==> src/rtl/coal_pkg.sv <==
package coal_pkg;

  typedef enum logic {
    ST_IDLE,
    ST_BUSY
  } coalState_t;

  // strobes from control to datapath
  typedef struct packed {
    logic load;    // capture a new request
    logic issue;   // current transaction accepted
    logic finish;  // request completes this cycle
  } coalStrobe_t;

endpackage

==> src/rtl/coal_ctrl.sv <==
module coal_ctrl
  import coal_pkg::*;
(
  input  logic        clk,
  input  logic        rstN,
  input  logic        reqValid,
  input  logic        txnReady,
  input  logic        pendEmpty,
  input  logic        lastTxn,
  output coalStrobe_t strobe,
  output logic        reqReady,
  output logic        txnValid,
  output logic        doneValid
);

  coalState_t stateQ, stateD;

  always_comb begin
    reqReady      = (stateQ == ST_IDLE);
    txnValid      = (stateQ == ST_BUSY) && !pendEmpty;
    strobe.load   = reqReady && reqValid;
    strobe.issue  = txnValid && txnReady;
    strobe.finish = (stateQ == ST_BUSY) && (pendEmpty || (strobe.issue && lastTxn));
    doneValid     = strobe.finish;
  end

  always_comb begin
    stateD = stateQ;
    if (strobe.load)        stateD = ST_BUSY;
    else if (strobe.finish) stateD = ST_IDLE;
  end

  always_ff @(posedge clk) begin
    if (!rstN) stateQ <= ST_IDLE;
    else       stateQ <= stateD;
  end

endmodule

==> src/rtl/coal_datapath.sv <==
module coal_datapath
  import coal_pkg::*;
#(
  parameter int NUM_LANES  = 32,
  parameter int ADDR_W     = 32,
  parameter int LINE_BYTES = 128,
  localparam int OFF_W     = $clog2(LINE_BYTES),
  localparam int TAG_W     = ADDR_W - OFF_W,
  localparam int LANE_W    = $clog2(NUM_LANES),
  localparam int CNT_W     = $clog2(NUM_LANES + 1)
) (
  input  logic                        clk,
  input  logic                        rstN,
  input  coalStrobe_t                 strobe,
  input  logic [NUM_LANES*ADDR_W-1:0] reqAddr,
  input  logic [NUM_LANES-1:0]        reqMask,
  output logic [ADDR_W-1:0]           txnAddr,
  output logic [NUM_LANES-1:0]        txnMask,
  output logic                        pendEmpty,
  output logic                        lastTxn,
  output logic [CNT_W-1:0]            doneCount
);

  logic [TAG_W-1:0]     tagQ [NUM_LANES];
  logic [NUM_LANES-1:0] pendQ;
  logic [CNT_W-1:0]     cntQ;
  logic [LANE_W-1:0]    leader;
  logic [TAG_W-1:0]     leadTag;
  logic [NUM_LANES-1:0] matchMask;

  // line tags per lane, captured on acceptance
  for (genvar g = 0; g < NUM_LANES; g++) begin : g_tag
    logic [ADDR_W-1:0] laneAddr;
    assign laneAddr = reqAddr[g*ADDR_W +: ADDR_W];
    always_ff @(posedge clk) begin
      if (strobe.load) tagQ[g] <= TAG_W'(laneAddr >> OFF_W);
    end
    assign matchMask[g] = pendQ[g] && (tagQ[g] == leadTag);
  end

  // lowest pending lane leads the next transaction
  always_comb begin
    leader = '0;
    for (int i = NUM_LANES - 1; i >= 0; i--) begin
      if (pendQ[i]) leader = LANE_W'(i);
    end
  end

  assign leadTag = tagQ[leader];

  always_ff @(posedge clk) begin
    if (!rstN) begin
      pendQ <= '0;
      cntQ  <= '0;
    end else if (strobe.load) begin
      pendQ <= reqMask;
      cntQ  <= '0;
    end else if (strobe.issue) begin
      pendQ <= pendQ & ~matchMask;
      cntQ  <= cntQ + CNT_W'(1);
    end
  end

  assign txnAddr   = {leadTag, {OFF_W{1'b0}}};
  assign txnMask   = matchMask;
  assign pendEmpty = ~|pendQ;
  assign lastTxn   = ~|(pendQ & ~matchMask);
  assign doneCount = strobe.issue ? cntQ + CNT_W'(1) : cntQ;

endmodule

==> src/rtl/warp_coalescer.sv <==
module warp_coalescer
  import coal_pkg::*;
#(
  parameter int NUM_LANES  = 32,
  parameter int ADDR_W     = 32,
  parameter int LINE_BYTES = 128,
  localparam int CNT_W     = $clog2(NUM_LANES + 1)
) (
  input  logic                        clk,
  input  logic                        rstN,
  input  logic                        reqValid,
  output logic                        reqReady,
  input  logic [NUM_LANES*ADDR_W-1:0] reqAddr,
  input  logic [NUM_LANES-1:0]        reqMask,
  output logic                        txnValid,
  input  logic                        txnReady,
  output logic [ADDR_W-1:0]           txnAddr,
  output logic [NUM_LANES-1:0]        txnMask,
  output logic                        doneValid,
  output logic [CNT_W-1:0]            doneCount
);

  coalStrobe_t strobe;
  logic        pendEmpty;
  logic        lastTxn;

  coal_ctrl ctrl_i (
    .clk       (clk),
    .rstN      (rstN),
    .reqValid  (reqValid),
    .txnReady  (txnReady),
    .pendEmpty (pendEmpty),
    .lastTxn   (lastTxn),
    .strobe    (strobe),
    .reqReady  (reqReady),
    .txnValid  (txnValid),
    .doneValid (doneValid)
  );

  coal_datapath #(
    .NUM_LANES  (NUM_LANES),
    .ADDR_W     (ADDR_W),
    .LINE_BYTES (LINE_BYTES)
  ) dp_i (
    .clk       (clk),
    .rstN      (rstN),
    .strobe    (strobe),
    .reqAddr   (reqAddr),
    .reqMask   (reqMask),
    .txnAddr   (txnAddr),
    .txnMask   (txnMask),
    .pendEmpty (pendEmpty),
    .lastTxn   (lastTxn),
    .doneCount (doneCount)
  );

endmodule

==> config.mk <==
export PLATFORM = sky130hd
export DESIGN_NAME = warp_coalescer
export DESIGN_NICKNAME = d
export VERILOG_FILES = /design/src/rtl/coal_pkg.sv /design/src/rtl/coal_ctrl.sv /design/src/rtl/coal_datapath.sv /design/src/rtl/warp_coalescer.sv
export SDC_FILE = /design/constraint.sdc
export NUM_CORES = 2
export LEC_CHECK = 0
export ABC_AREA = 1
export BUFFER_PORTS_ARGS = -buffer_cell sky130_fd_sc_hd__buf_2
export CAP_MARGIN = 15
export CORE_AREA = 4 4 442 444
export CTS_CLUSTER_DIAMETER = 40
export DETAILED_ROUTE_END_ITERATION = 7
export DIE_AREA = 0 0 446 448
export GPL_ROUTABILITY_DRIVEN = 0
export SYNTH_ARGS = -nofsm -noshare
export SYNTH_HDL_FRONTEND = slang
export SYNTH_SLANG_ARGS = --single-unit
==> constraint.sdc <==
create_clock -name clk -period 33.8 [get_ports clk]
set_clock_uncertainty 0.05 [all_clocks]
set_input_delay 3.38 -clock clk [delete_from_list [all_inputs] [get_ports clk]]
set_output_delay 3.38 -clock clk [all_outputs]
set_load 0.01 [all_outputs]
==> metrics.cfg <==
[status]
status = finished with violations
violations = max-capacitance violations, max-slew violations

[cells_and_area]
drive_above_1_share = 0.196
synthToLayoutAreaGrowth_pct = 27.8
layout.cells.non_filler = 9449
nets = 7694

[grt]
grt_max_degree = 129
gr-usage-all-layers = 0.258
gr-total-overflow = 0
grt_antenna_before_repair = 225
grt_pass1_vias = 43400
grt_pass1_wl_um = 353000

[synthesis]
synthesis.instances = 5821
syn_area_sq_um = 48000
yosys_warnings = 0
ys_seq_area_frac = 0.517
asyncSetResetFlopFracSynth = 0
ys_seq_elements = 839
synthFlopType = edfxtp_1
avgSynthCellArea_sq_um = 8.24
synth_cell_type_count = 37
synth-edff-count = 800

[hold_path]
hold_depth = 2
hold_path_end = dp_i.pendQ[16]$_SDFFE_PN0P_
min_path_type = register to register
hold_start = dp_i.pendQ[16]$_SDFFE_PN0P_

[drt]
vias = 47600
routed_wl_um = 269000
wl_per_cell_um = 28.5
first_pass_iters = 8
drc = 0
dr.first_iter.drc_count = 6569
vias_per_cell = 5.04
ant_nets = 0

[cts]
cts_buffers = 167
post_cts_resize_count = 0
clock_latency_ns = 0.85
clockBufferDepth = 3
post_cts_buffers = 0
clk_pin_slew_ns = 0.04
holdBufCountCts = 0
cts_num_sinks = 839
htreeDepth = 4
clock-root-buffer = clkbuf_16
cts_tree = yes

[critical_path]
crit_fanout = 112
r2r_end = ctrl_i.stateQ$_SDFFE_PN0P_
r2r_cells = 54
critPathLaunchType = register
slowest_stage = nand2_8
reg2reg_slack_ns = 23.08
timing.rr.start = dp_i.pendQ[30]$_SDFFE_PN0P_
crit_top_cell = nand2_1
required_ns = 30.37
cpPeakStageDelay_ns = 0.78
crit_arrival_ns = 11.53
end_kind = output pin
path_class = register to output pin

[sta]
rsz0062_at_grt = no
fmaxAchievable_mhz = 66.9
fin_crit_sh = 0.442
fin_crit_ns = 14.96
relSlewSlack = -0.0508
worst_pin_slew_ns = 1.57
setup_tns_ns = 0
hold_viol_final = 0
setup_viol = 0
slew_violations = 2

[floorplanning]
num_rows = 161
fp.dieW_um = 446
io_pins = 1133
die_h_um = 448
design.core.area_sq_um = 192000
start_util = 0.250
dieArea_sq_um = 200000

[power]
powerDensity_nw_per_um2 = 85.6
clkPwrFrac = 0.344
switching_share = 0.444
power.leakage_nw = 27.0
p_sw_mw = 2.33
p_int_mw = 2.92
p_seq_frac = 0.245
p_comb_frac = 0.411
vdd_drop_max_v = 0.0000474

[place]
dp_hpwl_um = 208000
dpl.cell_count = 8986
portBuffers = 901

[job]
drv_cap = 1

sequential cells by signal, summed over array words and instances, names as in the netlist:
register	flops
dp_i.pendQ	32
dp_i.cntQ	6
dp_i.tagQ	800
ctrl_i.stateQ	1
per-stage QoR:
stage | total power [mW] | cell area, sq um | hold slack [ns] | worst slack (ns) | utilization
final | 5.25 | 61300 | 0.450 | 18.84 | 0.320
after global routing | 5.47 | 61200 | 0.469 | 18.20 | 0.319
after CTS | 5.23 | 60800 | 0.454 | 19.20 | 0.318
after detailed placement | 3.41 | 54700 | 0.449 | 20.17 | 0.285
after global placement | 3.39 | 54700 | 0.441 | 20.31 | 0.285
after floorplan | 2.62 | 48000 | 0.424 | 7.00 | -
critical path, delay by kind of cell, from the launching register on:
| kind | cells | cell delay (ns) |
|---|---|---|
| xor gates and xnor gates | 1 | 0.16 |
| buffers and inverters | 6 | 2.90 |
| DFF | 1 | 0.41 |
| AOI/OAI and AO/OA | 1 | 0.17 |
| and+or+nand+nor | 46 | 6.59 |
how the worst max path moves through the flow:
stage	start	endpoint	cells past startpoint
global placement	dp_i.pendQ[30]$_SDFFE_PN0P_	doneValid	54
finish	dp_i.pendQ[30]$_SDFFE_PN0P_	doneValid	54
floorplan	reqValid	dp_i.tagQ[0][0]$_DFFE_PP_	3
detailed placement	dp_i.pendQ[30]$_SDFFE_PN0P_	doneValid	54
CTS	dp_i.pendQ[30]$_SDFFE_PN0P_	doneValid	54
global route	dp_i.pendQ[30]$_SDFFE_PN0P_	doneValid	54
cell families (layout without fill, tap and decap cells):
family	after synthesis	after routing	share of synthesized area
adders and majority gates	1	1	0.000261
and+or+nand+nor	3696	3696	0.334
buffers and inverters	845	1797	0.0740
DFF	839	839	0.517
xor gates and xnor gates	339	339	0.0619
AOI/OAI and AO/OA	100	100	0.0123
other	1	151	0.0000782
power by group through the flow:
| stage | clock [mW] | combinational (mW) | sequential, mW |
|---|---|---|---|
| 2_1_floorplan | 0 | 1.27 | 1.34 |
| 3_3_place_gp | 0 | 2.09 | 1.30 |
| 3_5_place_dp | 0 | 2.11 | 1.30 |
| 4_1_cts | 1.83 | 2.11 | 1.28 |
| 5_1_grt | 1.89 | 2.30 | 1.29 |
| 6_report | 1.81 | 2.16 | 1.28 |
synth_stat cells, types with 29 or more instances:
master	number	area (sq um)
edfxtp_1	800	24000
a31oi_1	31	194
nand3b_1	55	413
nand3_1	1374	6880
buf_1	29	109
buf_2	129	646
a21oi_1	30	150
dfxtp_1	39	781
inv_1	499	1870
xor2_1	216	1890
buf_4	46	345
xnor2_1	123	1080
nand2_1	1764	6620
nor2_1	433	1630
clkbuf_1	130	488
cell type report:
class	instances	area, sq um
antenna	144	360
clock buffer	178	4280
clock inverter	137	1900
fill	20000	130000
inverter	505	1920
multi-input combinational	4143	19700
sequential	839	24800
tap	2526	3160
timing repair buffer	977	5170
cells in the final DEF (no fill, tap or decap), types with 14 or more instances in the layout:
cell type	Yosys	layout
nand2_1	1764	1763
nand3_1	1374	1373
buf_2	129	901
edfxtp_1	800	800
inv_1	499	495
nor2_1	433	431
xor2_1	216	216
clkbuf_16	0	169
diode_2	0	144
xnor2_1	123	123
buf_4	46	69
nand3b_1	55	55
dfxtp_1	39	39
a31oi_1	31	31
a21oi_1	30	29
inv_6	0	25
bufinv_16	0	24
clkinv_2	0	19
nor3_1	18	18
nand3_2	18	18
clkinv_4	0	17
inv_8	0	15
nand2_2	14	15
o211ai_1	14	14
clkinvlp_4	0	14
layer usage:
layer	wire, um	GRT usage	share of wire	vias to the layer above
met1	101000	0.321	0.38	22400
met2	116000	0.382	0.43	3405
li1	-	-	-	21100
met3	29500	0.0733	0.11	740
met4	22100	0.188	0.082	42
met5	266	0	0.00099	-
No activity file was read; power rests on OpenSTA's default activity.
